[src/rtl/clkrun_pkg.sv]
package clkrun_pkg;
  typedef enum logic [1:0] {
    CR_RUN    = 2'd0,
    CR_WINDOW = 2'd1,
    CR_OFF    = 2'd2,
    CR_WAKE   = 2'd3
  } cr_state_e;
endpackage

[src/rtl/clkrun_hold_timer.sv]
module clkrun_hold_timer #(
  parameter int HOLD_CYC = 512
) (
  input  logic clk,
  input  logic rst_n,
  input  logic clr,
  input  logic load,
  input  logic dec,
  output logic expired
);
  localparam int CW = $clog2(HOLD_CYC + 1);
  localparam logic [CW-1:0] LOAD_VAL = CW'(HOLD_CYC);

  logic [CW-1:0] remain;

  always_ff @(posedge clk or negedge rst_n) begin
    if (!rst_n)               remain <= '0;
    else if (clr)             remain <= '0;
    else if (load)            remain <= LOAD_VAL;
    else if (dec && remain != '0) remain <= remain - 1'b1;
  end

  assign expired = (remain == '0);

  // a clear always leaves no hold behind
  p_clr_empties_r2: assert property (@(posedge clk) disable iff (!rst_n)
    clr |=> expired);
  // a reload always leaves a non-empty hold
  p_load_fills_r6: assert property (@(posedge clk) disable iff (!rst_n)
    (load && !clr) |=> !expired);
endmodule

[src/rtl/clkrun_stop_window.sv]
module clkrun_stop_window #(
  parameter int WIN_CYC = 4
) (
  input  logic clk,
  input  logic rst_n,
  input  logic load,
  input  logic dec,
  output logic last
);
  localparam int WW = (WIN_CYC > 1) ? $clog2(WIN_CYC) : 1;
  localparam logic [WW-1:0] START = WW'(WIN_CYC - 1);

  logic [WW-1:0] left;

  always_ff @(posedge clk or negedge rst_n) begin
    if (!rst_n)    left <= '0;
    else if (load) left <= START;
    else if (dec)  left <= left - 1'b1;
  end

  assign last = (left == '0);

  // the sequencer never counts past the end of the window
  p_no_underrun_r3: assert property (@(posedge clk) disable iff (!rst_n)
    dec |-> !last);
endmodule

[src/rtl/clkrun_ctrl_fsm.sv]
module clkrun_ctrl_fsm
  import clkrun_pkg::*;
(
  input  logic clk,
  input  logic rst_n,
  input  logic sec_rst,
  input  logic strap_en,
  input  logic line_low,
  input  logic idle_req,
  input  logic irq,
  input  logic xfer,
  input  logic hold_expired,
  input  logic win_last,
  output logic hold_clr,
  output logic hold_load,
  output logic hold_dec,
  output logic win_load,
  output logic win_dec,
  output logic clk_en_q,
  output logic drive_q
);
  cr_state_e st, nxt;
  logic keep_on;

  assign keep_on = irq || xfer;

  always_comb begin
    nxt       = st;
    hold_clr  = 1'b0;
    hold_load = 1'b0;
    hold_dec  = 1'b0;
    win_load  = 1'b0;
    win_dec   = 1'b0;
    if (sec_rst || !strap_en) begin
      nxt      = CR_RUN;
      hold_clr = 1'b1;
    end else begin
      unique case (st)
        CR_RUN: begin
          if (line_low)           hold_load = 1'b1;
          else if (!hold_expired) hold_dec  = 1'b1;
          else if (idle_req && !keep_on) begin
            nxt      = CR_WINDOW;
            win_load = 1'b1;
          end
        end
        CR_WINDOW: begin
          if (line_low) begin
            nxt       = CR_RUN;
            hold_load = 1'b1;
          end else if (keep_on) nxt = CR_RUN;
          else if (win_last)   nxt = CR_OFF;
          else                 win_dec = 1'b1;
        end
        CR_OFF: begin
          if (line_low) begin
            nxt       = CR_RUN;
            hold_load = 1'b1;
          end else if (keep_on) nxt = CR_WAKE;
        end
        default: nxt = CR_RUN;  // CR_WAKE: own drive is on the line, not a request
      endcase
    end
  end

  always_ff @(posedge clk or negedge rst_n) begin
    if (!rst_n) begin
      st       <= CR_RUN;
      clk_en_q <= 1'b1;
      drive_q  <= 1'b0;
    end else begin
      st       <= nxt;
      clk_en_q <= (nxt != CR_OFF);
      drive_q  <= (nxt == CR_WAKE);
    end
  end

  // strap low forces running clocks and no drive
  p_strap_forces_run_r1: assert property (@(posedge clk) disable iff (!rst_n)
    !strap_en |=> (clk_en_q && !drive_q));
  // secondary reset gives the reset state
  p_secrst_state_r2: assert property (@(posedge clk) disable iff (!rst_n)
    sec_rst |=> (clk_en_q && !drive_q && hold_expired));
  // the window holds while nothing interrupts it
  p_window_holds_r3: assert property (@(posedge clk) disable iff (!rst_n)
    (st == CR_WINDOW && !win_last && !line_low && !keep_on && strap_en && !sec_rst)
      |=> (st == CR_WINDOW && clk_en_q));
  // device request inside the window cancels the stop
  p_window_cancel_r4: assert property (@(posedge clk) disable iff (!rst_n)
    (st == CR_WINDOW && line_low && strap_en && !sec_rst)
      |=> (st == CR_RUN && !hold_expired));
  // a device request while stopped turns clocks on
  p_dev_wakes_r5: assert property (@(posedge clk) disable iff (!rst_n)
    (!clk_en_q && line_low) |=> (clk_en_q && !drive_q));
  // clocks stay on while the hold is not used up
  p_hold_keeps_on_r5: assert property (@(posedge clk) disable iff (!rst_n)
    !hold_expired |=> clk_en_q);
  // a pending interrupt never lets running clocks stop
  p_irq_keeps_on_r7: assert property (@(posedge clk) disable iff (!rst_n)
    (irq && clk_en_q) |=> clk_en_q);
  // own restart drives the line for one cycle with clocks on
  p_wake_drive_r8: assert property (@(posedge clk) disable iff (!rst_n)
    (!clk_en_q && !line_low && xfer && strap_en && !sec_rst) |=> (drive_q && clk_en_q));
  p_drive_single_r8: assert property (@(posedge clk) disable iff (!rst_n)
    drive_q |=> !drive_q);
endmodule

[src/rtl/clkrun_master.sv]
module clkrun_master #(
  parameter int HOLD_CYC = 512,
  parameter int WIN_CYC  = 4
) (
  input  logic clk,
  input  logic rst_n,
  input  logic sec_bus_rst,
  input  logic run_strap_en,
  input  logic clkrun_n_in,
  input  logic idle_req,
  input  logic irq_pending,
  input  logic xfer_pending,
  output logic bus_clk_en,
  output logic clkrun_drive,
  output logic clk_run_status
);
  logic hold_clr, hold_load, hold_dec, hold_expired;
  logic win_load, win_dec, win_last;
  logic en_q, drv_q;

  clkrun_hold_timer #(.HOLD_CYC(HOLD_CYC)) u_hold (
    .clk     (clk),
    .rst_n   (rst_n),
    .clr     (hold_clr),
    .load    (hold_load),
    .dec     (hold_dec),
    .expired (hold_expired)
  );

  clkrun_stop_window #(.WIN_CYC(WIN_CYC)) u_window (
    .clk   (clk),
    .rst_n (rst_n),
    .load  (win_load),
    .dec   (win_dec),
    .last  (win_last)
  );

  clkrun_ctrl_fsm u_fsm (
    .clk          (clk),
    .rst_n        (rst_n),
    .sec_rst      (sec_bus_rst),
    .strap_en     (run_strap_en),
    .line_low     (!clkrun_n_in),
    .idle_req     (idle_req),
    .irq          (irq_pending),
    .xfer         (xfer_pending),
    .hold_expired (hold_expired),
    .win_last     (win_last),
    .hold_clr     (hold_clr),
    .hold_load    (hold_load),
    .hold_dec     (hold_dec),
    .win_load     (win_load),
    .win_dec      (win_dec),
    .clk_en_q     (en_q),
    .drive_q      (drv_q)
  );

  assign bus_clk_en     = en_q;
  assign clkrun_drive   = drv_q;
  assign clk_run_status = en_q;

  // status tracks the clock enable at the ports
  p_status_match_r9: assert property (@(posedge clk) disable iff (!rst_n)
    clk_run_status == bus_clk_en);
endmodule

[config.mk]
export PLATFORM = sky130hd
export DESIGN_NAME = clkrun_master
export DESIGN_NICKNAME = d
export VERILOG_FILES = /design/src/rtl/clkrun_pkg.sv /design/src/rtl/clkrun_hold_timer.sv /design/src/rtl/clkrun_stop_window.sv /design/src/rtl/clkrun_ctrl_fsm.sv /design/src/rtl/clkrun_master.sv
export SDC_FILE = /design/constraint.sdc
export NUM_CORES = 1
export LEC_CHECK = 0
export BUFFER_PORTS_ARGS = -buffer_cell sky130_fd_sc_hd__clkbuf_2
export CORE_AREA = 3 3 49 51
export CTS_BUF_LIST = sky130_fd_sc_hd__clkbuf_4 sky130_fd_sc_hd__clkbuf_8 sky130_fd_sc_hd__clkbuf_16
export CTS_CLUSTER_DIAMETER = 150
export CTS_CLUSTER_SIZE = 28
export DETAILED_ROUTE_END_ITERATION = 10
export DIE_AREA = 0 0 52 54
export PLACE_DENSITY = 0.67
export SYNTH_ARGS = -nofsm -noshare
export SYNTH_HDL_FRONTEND = slang
export SYNTH_SLANG_ARGS = --single-unit
[constraint.sdc]
create_clock -name clk -period 2.7 [get_ports clk]
set_input_delay 0.54 -clock clk [delete_from_list [all_inputs] [get_ports clk]]
set_output_delay 0.54 -clock clk [all_outputs]
set_load 0.05 [all_outputs]
Yosys cells after proc, flatten, opt, wreduce, memory -nomap -nowiden
Index checks and enable logic that the tools add are counted.
- input port bits: 8
- output and inout port bits: 3
- register bits after elaboration: 16
- reduce and logical (&&, ||, !) cells: 13
- add/subtract/negate cells: 2
- eq/ne operators: 4
- multiplexer cells: 33
- operator list (operator ; number):
    $mux 10 ; 3
    $mux 2 ; 11
    $mux 1 ; 18
    $logic_not 10->1 ; 1
    $reduce_bool 10->1 ; 1
    $sub 10x1->10 const B ; 1
    $pmux 2 s3 ; 1
    $eq 2x2->1 const B ; 2
    $logic_not 2->1 ; 2
    $reduce_bool 3->1 ; 1
    $reduce_or 3->1 ; 1
    $eq 2x1->1 const B ; 1
    $logic_and 1x1->1 ; 2
    $logic_not 1->1 ; 2
    $logic_or 1x1->1 ; 2
    $ne 2x2->1 const B ; 1
    $reduce_bool 2->1 ; 1
    $sub 2x1->2 const B ; 1

Depth between registers and ports, before layout
Gate-level depths: netlist (run 1).
- depth in word-level cells: 9
- depth in mapped cells: 6
- depth with buffers taken out: 6

Hierarchy
Synthesis (run 1) repeated with hierarchy kept, for this count alone.
- cells, all modules: 104
- area total of the unflattened synthesis: 943.4 µm²
- modules (own cells, without submodules) (module ; instances ; seq. area each (µm²) ; area an instance (µm²) ; cells each):
    clkrun_hold_timer ; 1 ; 250.2 ; 604.3 ; 67
    clkrun_ctrl_fsm ; 1 ; 101.3 ; 225.2 ; 25
    clkrun_stop_window ; 1 ; 50.0 ; 102.6 ; 10
    clkrun_master ; 1 ; 0.0 ; 11.3 ; 2

Worst setup path after synthesis (run 1)
Ideal clock, no wire load.
- path type: reg2reg
- start: register u_hold.remain[0]
- end: register u_hold.remain[0]
- cell stages (with the launch flop): 7
- data required time: 2634 ps
- clock period less this slack: 1727 ps
- setup time: 66 ps
- arrival: 1661 ps
- slack: 973 ps
- cell sequence: dfrtp_1 > inv_1 > ha_1 > or3b_1 > nand3b_1 > a211o_1 > nand2_1
- longest elaborated chain between the ends: 7
- elaborated cells between the ends (all ways): 12
- classes of those cells: add/sub: 1; mux: 7; reduce/logical: 4
- ends and longest elaborated chain (item ; RTL line ; source):
    from (decl) ; clkrun_hold_timer.sv:14 ; logic [CW-1:0] remain;
    from (signal assigned) ; clkrun_hold_timer.sv:20 ; else if (dec && remain != '0) remain <= remain - 1'b1;
    branches (longest 7 deep; another with $sub 10x1->10) ; - ;
Parallel ways; which one is timed is not known. The select of a mux whose other input is x is not followed.
A chain may end at the register's enable or synchronous reset.

Worst setup path in the final report (run 1)
- start: register u_hold.remain[0]
- end: register u_hold.remain[1]
The elaborated chain is that of the path after synthesis.

==> results of run 1 <==
through the flow:
step / area [um2] / cells / total power, uW / hold WS, ns
floorplan: 986 / 102 / 305 / 0.244
global placement: 1050 / 136 / 324 / 0.493
detailed placement: 1050 / 136 / 325 / 0.490
CTS: 1080 / 140 / 484 / 0.172
global route: 1080 / 140 / 503 / 0.174
finish: 1080 / 140 / 480 / 0.158
layer usage:
metal / routed length (um) / global-route usage [%] / vias to the layer above
met5: 0 / 0 / -
met1: 874 / 18.9 / 386
met3: 93 / 4.99 / 4
met2: 899 / 26.6 / 23
li1: - / - / 403
met4: 22 / 4.80 / 0
placed cells by master (no fill, tap or decap), types with 3 or more instances in the layout:
cell and instances:
inv_1 6, nand2b_1 3, a211oi_1 3, nand2_1 7, nor2_1 14, clkbuf_2 10, a21oi_1 6, or4_1 3
dfrtp_1 15, xnor2_1 3, clkbuf_4 3
power by group:
part	leakage, uW	internal [uW]	switching [uW]	total [uW]
clock network	0.0000210	82.1	77.7	160
registers	0.000219	243	4.39	248
logic	0.000221	29.5	43.6	73.2
total	0.000461	355	126	480
kinds of logic (layout without fill, tap and decap cells):
group | Yosys count | count (layout) | share of synthesized area (%)
buf+inv | 9 | 20 | 4.57
flops | 16 | 16 | 40.7
simple gates | 51 | 51 | 32.6
fa+ha+maj | 2 | 2 | 2.54
compound gates | 21 | 21 | 16.9
xor+xnor | 3 | 3 | 2.67
layout make-up:
| type | count | share of cell area [%] |
|---|---|---|
| Timing Repair Buffer | 10 | 4.62 |
| Multi-Input combinational cell | 77 | 49.8 |
| Inverter | 6 | 2.08 |
| Sequential cell | 16 | 37.1 |
| Tap cell | 27 | 3.12 |
| Clock buffer | 4 | 3.35 |
critical path, cell delays in order, from the launching register on:
cell	delay, ns
dfrtp_1	0.41
inv_1	0.10
ha_1	0.22
or3b_1	0.49
nand3b_1	0.27
and3_1	0.23
nor3_1	0.13
flip-flops by register name (all words and copies together), names as in the netlist:
signal	cells
u_fsm.clk_en_q	1
u_window.left	2
u_fsm.drive_q	1
u_hold.remain	10
u_fsm.st	2
final timing paths:
check | start | to | slack [ns] | cells after the start
min in group clk | idle_req | u_window.left[1] | 0.55 | 3
max | u_hold.remain[0] | u_hold.remain[1] | 0.75 | 6
max reg2reg | u_hold.remain[0] | u_hold.remain[1] | 0.75 | 6
min | rst_n | u_hold.remain[7] | 0.16 | 1
min reg2reg | u_window.left[1] | u_window.left[1] | 0.60 | 2
max in group asynchronous | rst_n | u_fsm.clk_en_q | 2.22 | 1
==> metrics.yaml, run 1 <==
status: "completed"
cts-htree-levels: 1
synth_top_area_share_pct: 38.1
synth_nets: 112
startpoint_type: "flip-flop"
synthFlopType: "dfrtp_1"
root_buffer: "clkbuf_4"
preCtsSetupSlack_ns: 0.760
rsz0062_at_grt: "false"
tns_ns: 0
num_rows: 16
wl_per_cell_um: 13.5
viasPerCell: 5.83
drt_iter0_drc: 15
worst_slew_pin_slew_ns: 0.497
start_util_pct: 49.7
totalWireLength_mm: 1.89
nFillCells: 178
slew_viol_final: 0
max_freq_ghz: 0.514
cts_sinks: 16
drtAntennaViolNets: 0
synth_area_um2: 986
finalHoldViolCount: 0
grt_max_degree: 17
postCtsSetupBuffers: 0
insertion_delay_ns: 0.29
multiInputGateArea_um2: 539
cp_max_fo: 5
setup_viol: 0
cts_buffer_depth: 2
syn_area_per_cell_um2: 9.67
antennaDiodeCount: 0
syn_inst: 102
synthArstFlopShare_pct: 100
fin_worst_skew_ns: 0.00655
first_pass_iters: 4
area_growth_pct: 9.90
grt_overflow: 0
portBuffers: 10
required_ns: 2.90
synth_warnings: 0
numCtsBuffers: 3
slew_headroom_pct: 66.7
grt_antenna_before_repair: 0
die_h_um: 54
yosys-top-cells-area: "dfrtp_1 38%, nor2_1 5.3%, a21oi_1 3.0%, a2111oi_4 2.8%, dfstp_2 2.7%"
gp_congestion: 0.844
synth.distinct_cells: 43
cp.arrival_ns: 2.15
synth_most_common_cell: "dfrtp_1"
final_util_pct: 54.7
clk_pin_slew_ns: 0.10
groute.usage.overall_pct: 15.7
dp_hpwl_mm: 1.41
coreArea_um2: 1980
grt_pass1_vias: 770
min_period_ns: 1.95
regArea_um2: 402
layout-drive-gt1-share_pct: 21.2
cts-hold-fix-buffers: 0
fp.dieW_um: 52
drv_cap: 0
ioPinCount: 11
path_class: "flip-flop to flip-flop"
cts_tree: "built"
yosys-top-cells-count: "15 x dfrtp_1, 14 x nor2_1, 7 x nand2_1"
synth_edf_count: 0
die-area_um2: 2810
layout.nets: 124
powerDensity_nw_per_um2: 443
cts_resized: 0
via_count: 816
p_leak_uw: 0.000461
grt_pass1_wl_mm: 3.25
vdd_drop_max_uv: 327
critPathCaptureType: "flip-flop"
synth_seq_cells: 16
synth_top_cell_by_area: "dfrtp_1"
period_share_pct: 72.1
setup_ws_ns: 0.753
synth_seq_area_share_pct: 40.7
hp-class: "primary input to async pin"
drc: 0
(Power assumes the default switching activity.)
==> inputs of run 2 (changes only) <==
ABC_AREA = 1   (was unset)
CORE_AREA = 3 3 50 52   (was 3 3 49 51)
DIE_AREA = 0 0 53 55   (was 0 0 52 54)
PLACE_DENSITY = 0.7   (was 0.67)
clock period = 1.7 ns   (was 2.7 ns; I/O delays follow)
==> run 2 against run 1 <==
  * Critical path depth is 3 higher
  * Non-clock buffer count up 1
  * Sequential cell count stayed put
  * Via count up 7.2%
  * Synthesized cell count rose by 31%
  * Combinational power grew to 6.2 times the previous value
  * Wire length rose by 4.4%
  * Hold slack improved by 0.21 ns
  * Die area rose by 3.8%
  * Final cell count is 26% higher
  * Core utilization shrank 0.16 points
  * Clock skew hardly changed
  * Critical endpoint is now u_hold.remain[2]
==> metrics.yaml, run 2 <==
status: "completed"
dp.cells: 171  # +26%
dr.max_layer_used: "met4"
groute.usage.overall_pct: 16.8  # +1.1 points
cts_tree: "built"
layout.nets: 159  # +28%
drtAntennaViolNets: 0  # unchanged
period_share_pct: 90.8  # +19 points
wl_per_cell_um: 11.2  # -17%
worst_slew_pin_slew_ns: 0.411  # -0.0861 ns
reg_top3: "u_hold.remain (10), u_fsm.st (2), u_window.left (2)"
drv_cap: 0  # unchanged
start_util_pct: 48.7  # -1.0 points
slowest_delay_ns: 0.38  # -0.11 ns
portBuffers: 10  # unchanged
clk_pin_slew_ns: 0.10  # about the same
insertion_delay_ns: 0.30  # about the same
vdd_drop_max_uv: 575  # +76%
synth.distinct_cells: 27  # -37%
slew_viol_final: 0  # unchanged
num_rows: 17  # +1
coreArea_um2: 2150  # +8.4%
stdcell_area_um2: 1170  # +8.1%
slowest_stage: "dfrtp_1"
path_class: "flip-flop to flip-flop"
ioPinCount: 11  # unchanged
totalWireLength_mm: 1.97  # +4.4%
viasPerCell: 4.97  # -15%
via_count: 875  # +7.2%
synth_top_cell_by_area: "dfrtp_1"
hp-class: "primary input to flip-flop"
drc: 0  # unchanged
synth_top_area_share_pct: 35.8  # -2.2 points
die_h_um: 55  # +1.9%
largest_reg_flops: 10  # unchanged
p_total_uw: 1160  # +140%
met2_length_um: 971  # +8.0%
slew_headroom_pct: 72.6  # +5.9 points
dp_hpwl_mm: 1.54  # +9.0%
synth_seq_area_share_pct: 38.4  # -2.4 points
cp_max_fo: 10  # +5
cts_sinks: 16  # unchanged
setup_viol: 0  # unchanged
fp.dieW_um: 53  # +1.9%
preCtsSetupSlack_ns: 0.190  # -0.570 ns
synth_area_um2: 1050  # +6.2%
yosys-top-cells-count: "24 x inv_1, 24 x nand2_1, 18 x nand3_1"
startpoint_type: "flip-flop"
syn_area_per_cell_um2: 7.82  # -19%
cp.arrival_ns: 1.74  # -0.41 ns
cts-htree-levels: 1  # unchanged
antennaDiodeCount: 0  # unchanged
synth_seq_cells: 16  # unchanged
grt_antenna_before_repair: 0  # unchanged
cts_buffer_depth: 2  # unchanged
max_freq_ghz: 0.647  # +26%
required_ns: 1.89  # -1.01 ns
min_period_ns: 1.54  # -0.402 ns
first_pass_iters: 7  # +3
yosys-top-cells-area: "dfrtp_1 36%, nand3_1 8.6%, inv_1 8.6%, nand2_1 8.6%, nor2_1 4.7%"
synth_edf_count: 0  # unchanged
met1_length_um: 870  # -0.46%
tns_ns: 0  # unchanged
grt_pass1_wl_mm: 3.42  # +5.1%
path_buf_inv: 2  # +1
rsz0062_at_grt: "false"
finalHoldViolCount: 0  # unchanged
final_cells: 176  # +26%
critPathCaptureType: "flip-flop"
dpl_cell_area_um2: 1120  # +7.4%
synthArstFlopShare_pct: 100  # unchanged
synth_nets: 144  # +29%
die-area_um2: 2920  # +3.8%
synth_warnings: 0  # unchanged
cts_resized: 0  # unchanged
powerDensity_nw_per_um2: 987  # +120%
syn_inst: 134  # +31%
cts-hold-fix-buffers: 1  # +1
grt_max_degree: 17  # unchanged
setup_ws_ns: 0.156  # -0.598 ns
path_cells: "inv_1, ha_1, nand3_4, nor2_4, nand2_4, nand3_1, nand2_1, inv_1, nor2_1"
synthFlopType: "dfrtp_1"
numCtsBuffers: 3  # unchanged
p_leak_uw: 0.000622  # +35%
grt_overflow: 0  # unchanged
root_buffer: "clkbuf_4"
wl_met3_um: 59  # -37%
layout_common_cells: "24 x inv_1, 24 x nand2_1, 18 x nand3_1"
area_growth_pct: 11.8
drt_iter0_drc: 14  # -1
cp_common_cell: "inv_1"
gp_congestion: 0.862  # +2.1%
max_flop_register: "u_hold.remain"
grt_pass1_vias: 847  # +10%
fin_worst_skew_ns: 0.00632  # -0.000224 ns
layout-drive-gt1-share_pct: 22.3  # +1.1 points
path_delay_family: "simple AND/OR/NAND/NOR gates"
postCtsSetupBuffers: 0  # unchanged
[run 2: cell types whose count changed in the layout (fill, tap and decap cells not counted), sizes merged, moves of 7 or more]
cell / delta
nand2: +22
inv: +20
o21ai: +7
nand3: +20
[run 2: cells by family after synthesis]
| group | Yosys count | synth area share [%] |
|---|---|---|
| flip-flops | 16 | 38.4 |
| AND/OR/NAND/NOR | 76 | 40.7 |
| AO/OA/AOI/OAI | 10 | 5.14 |
| buffers and inverters | 28 | 11.7 |
| XOR/XNOR | 2 | 1.67 |
| adder cells (fa/ha/maj) | 2 | 2.39 |
[run 2: metal layers]
layer	global-route usage [%]	up-vias
met4	12.8	0
li1	-	445
met1	17.2	410
met3	3.22	6
met5	0	-
met2	30.4	14
[run 2: final cells by class]
type / instances / area (um2)
clock buffer: 4 / 36.3
fill: 207 / 977
inverter: 27 / 115
multi-input combinational: 90 / 523
sequential: 16 / 402
tap: 28 / 35.0
timing repair buffer: 11 / 60.1
[run 2: through the flow]
stage	hold WS [ns]	util (%)
2_1_floorplan	0.0444	-
3_3_place_gp	0.293	52.4
3_5_place_dp	0.294	52.4
4_1_cts	0.363	54.5
5_1_grt	0.369	54.5
6_report	0.364	54.5
[run 2: worst min-delay path: stages]
cell	delay [ns]
clkbuf_2	0.10
nor2_4	0.07
nand3_1	0.08
nand2_1	0.05
[run 2: path summary, 6_finish.rpt]
| path | start | cells past startpoint | slack (ns) | endpoint |
|---|---|---|---|---|
| worst min register to register | u_window.left[1] | 2 | 0.49 | u_window.left[1] |
| max in group asynchronous | rst_n | 2 | 0.87 | u_fsm.clk_en_q |
| worst max-delay path | u_hold.remain[0] | 9 | 0.16 | u_hold.remain[2] |
| min in group asynchronous | rst_n | 2 | 0.49 | u_hold.remain[5] |
| worst max register to register | u_hold.remain[0] | 9 | 0.16 | u_hold.remain[2] |
| worst min-delay path | sec_bus_rst | 4 | 0.36 | u_window.left[1] |
[run 2: power breakdown]
| group | leakage [uW] | internal [uW] | switching [uW] | total, uW |
|---|---|---|---|---|
| Sequential | 0.000212 | 413 | 27.1 | 440 |
| Clock | 0.0000210 | 131 | 132 | 263 |
| Combinational | 0.000390 | 160 | 293 | 453 |
| Total | 0.000622 | 703 | 453 | 1160 |
==> inputs of run 3 (changes only) <==
BUFFER_PORTS_ARGS = -buffer_cell sky130_fd_sc_hd__buf_4   (was -buffer_cell sky130_fd_sc_hd__clkbuf_2)
==> run 3 against run 2 <==
  * Die area stayed put
  * Core utilization is 0.87 points higher
  * Count of clock-buffer cells in the layout stayed put
  * Hold slack better by 0.0060 ns
  * Clock power is 16% lower
  * Non-clock buffer count stayed put
  * Combinational power hardly changed
  * Final cell count stayed put
  * Power is 3.5% lower
  * Largest cell class unchanged
  * Worst setup slack better by 0.018 ns
  * Highest routed layer unchanged
  * Critical path type unchanged
  * Global-route usage is 1.5 points lower
  * Via count is 2.7% lower
==> metrics.yaml, run 3 (synthesized netlist as in run 2, its figures left out) <==
status: "completed"
dpl_cell_area_um2: 1150  # +2.2%
min_period_ns: 1.53  # -0.0183 ns
dp_hpwl_mm: 1.51  # -1.6%
required_ns: 1.86  # -0.03 ns
root_buffer: "clkbuf_4"
tns_ns: 0  # unchanged
finalHoldViolCount: 0  # unchanged
dp.cells: 171  # unchanged
period_share_pct: 89.8  # -1.1 points
cts_tree: "built"
final_util_pct: 55.4  # +0.87 points
slowest_delay_ns: 0.37  # about the same
largest_reg_flops: 10  # unchanged
reg_top3: "u_hold.remain (10), u_fsm.st (2), u_window.left (2)"
setup_viol: 0  # unchanged
wl_met3_um: 63  # +6.8%
cp_max_fo: 10  # unchanged
groute.usage.overall_pct: 15.3  # -1.5 points
vdd_drop_max_uv: 419  # -27%
coreArea_um2: 2150  # unchanged
cts_buffer_depth: 2  # unchanged
hp-class: "primary input to flip-flop"
grt_antenna_before_repair: 0  # unchanged
startpoint_type: "flip-flop"
slowest_stage: "dfrtp_1"
clk_pin_slew_ns: 0.10  # about the same
gp_congestion: 0.841  # -2.4%
slew_headroom_pct: 79.6  # +7.0 points
layout_common_cells: "24 x inv_1, 24 x nand2_1, 18 x nand3_1"
num_rows: 17  # unchanged
path_cells: "inv_1, ha_1, nand3_4, nor2_4, nand2_4, nand2_8, nand2_4, nand3_1, o21ai_1"
antennaDiodeCount: 0  # unchanged
area_growth_pct: 13.6
layout.nets: 159  # unchanged
layout-drive-gt1-share_pct: 22.3  # unchanged
insertion_delay_ns: 0.28  # -0.02 ns
wl_per_cell_um: 10.5  # -6.3%
powerDensity_nw_per_um2: 937  # -5.0%
fp.dieW_um: 53  # unchanged
first_pass_iters: 4  # -3
critPathCaptureType: "flip-flop"
slew_viol_final: 0  # unchanged
viasPerCell: 4.84  # -2.7%
start_util_pct: 48.7  # unchanged
numCtsBuffers: 3  # unchanged
grt_max_degree: 17  # unchanged
multiInputGateArea_um2: 523  # unchanged
cts_sinks: 16  # unchanged
grt_pass1_wl_mm: 3.26  # -4.5%
cts-htree-levels: 1  # unchanged
path_class: "flip-flop to flip-flop"
grt_overflow: 0  # unchanged
worst_slew_pin_slew_ns: 0.303  # -0.108 ns
max_flop_register: "u_hold.remain"
worst_hold_slack_ns: 0.370  # +0.00599 ns
dr.max_layer_used: "met4"
max_freq_ghz: 0.655  # +1.2%
cp_common_cell: "nand2_4"
drt_iter0_drc: 4  # -10
met2_length_um: 941  # -3.1%
final_cells: 176  # unchanged
die-area_um2: 2920  # unchanged
totalWireLength_mm: 1.85  # -6.3%
stdcell_area_um2: 1190  # +1.6%
nFillCells: 200  # -3.4%
drc: 0  # unchanged
cp.arrival_ns: 1.69  # -0.05 ns
rsz0062_at_grt: "false"
via_count: 851  # -2.7%
grt_pass1_vias: 807  # -4.7%
regArea_um2: 402  # unchanged
drv_cap: 0  # unchanged
met1_length_um: 824  # -5.3%
portBuffers: 10  # unchanged
fin_worst_skew_ns: 0.0154  # +0.00908 ns
ioPinCount: 11  # unchanged
drtAntennaViolNets: 0  # unchanged
p_leak_uw: 0.000626  # +0.60%
die_h_um: 55  # unchanged
-- run 3: changes by cell type in the layout (fill, tap and decap cells not counted) --
cell / delta
buf_4: +10
clkbuf_8: -1
clkbuf_4: +1
clkbuf_2: -10
-- run 3: area by class of cell --
class	count	share of cell area [%]
Multi-Input combinational cell	90	44.0
Sequential cell	16	33.8
Inverter	27	9.67
Timing Repair Buffer	11	7.15
Tap cell	28	2.94
Clock buffer	4	2.52
-- run 3: layer usage --
metal	global-route usage [%]	up-vias
li1	-	446
met1	16.9	391
met2	28.9	12
met3	3.22	2
met4	5.11	0
met5	0	-
-- run 3: worst paths after layout --
path / startpoint / slack [ns] / depth (start not counted) / end
min: sec_bus_rst / 0.37 / 4 / u_window.left[1]
max reg2reg: u_hold.remain[0] / 0.17 / 9 / u_hold.remain[3]
min reg2reg: u_window.left[1] / 0.49 / 2 / u_window.left[1]
max in group asynchronous: rst_n / 1.00 / 2 / u_fsm.clk_en_q
min in group asynchronous: rst_n / 0.44 / 2 / u_hold.remain[4]
max: u_hold.remain[0] / 0.17 / 9 / u_hold.remain[3]
-- run 3: critical path: cells and delay by family, from the launching register on --
family | cells | cell delay (ns)
compound gates | 1 | 0.06
fa+ha+maj | 1 | 0.23
buf+inv | 1 | 0.12
flops | 1 | 0.37
simple gates | 6 | 0.64
-- run 3: through the flow --
stage | total power [uW] | setup WS, ns
6_report | 1120 | 0.174
5_1_grt | 1210 | 0.0394
4_1_cts | 1130 | 0.169
3_5_place_dp | 902 | 0.170
3_3_place_gp | 885 | 0.245
2_1_floorplan | 815 | 0.302
-- run 3: what timing repair did --
item,in CTS,in global routing
hold endpoints to repair,15,0
hold buffers,1,0
setup buffers,0,0
resized for setup,0,0
-- run 3: power by group --
group          leakage [uW]  switching (uW)  internal, uW
Combinational      0.000396             289           164
Clock             0.0000184             115           107
Sequential         0.000212            26.8           413
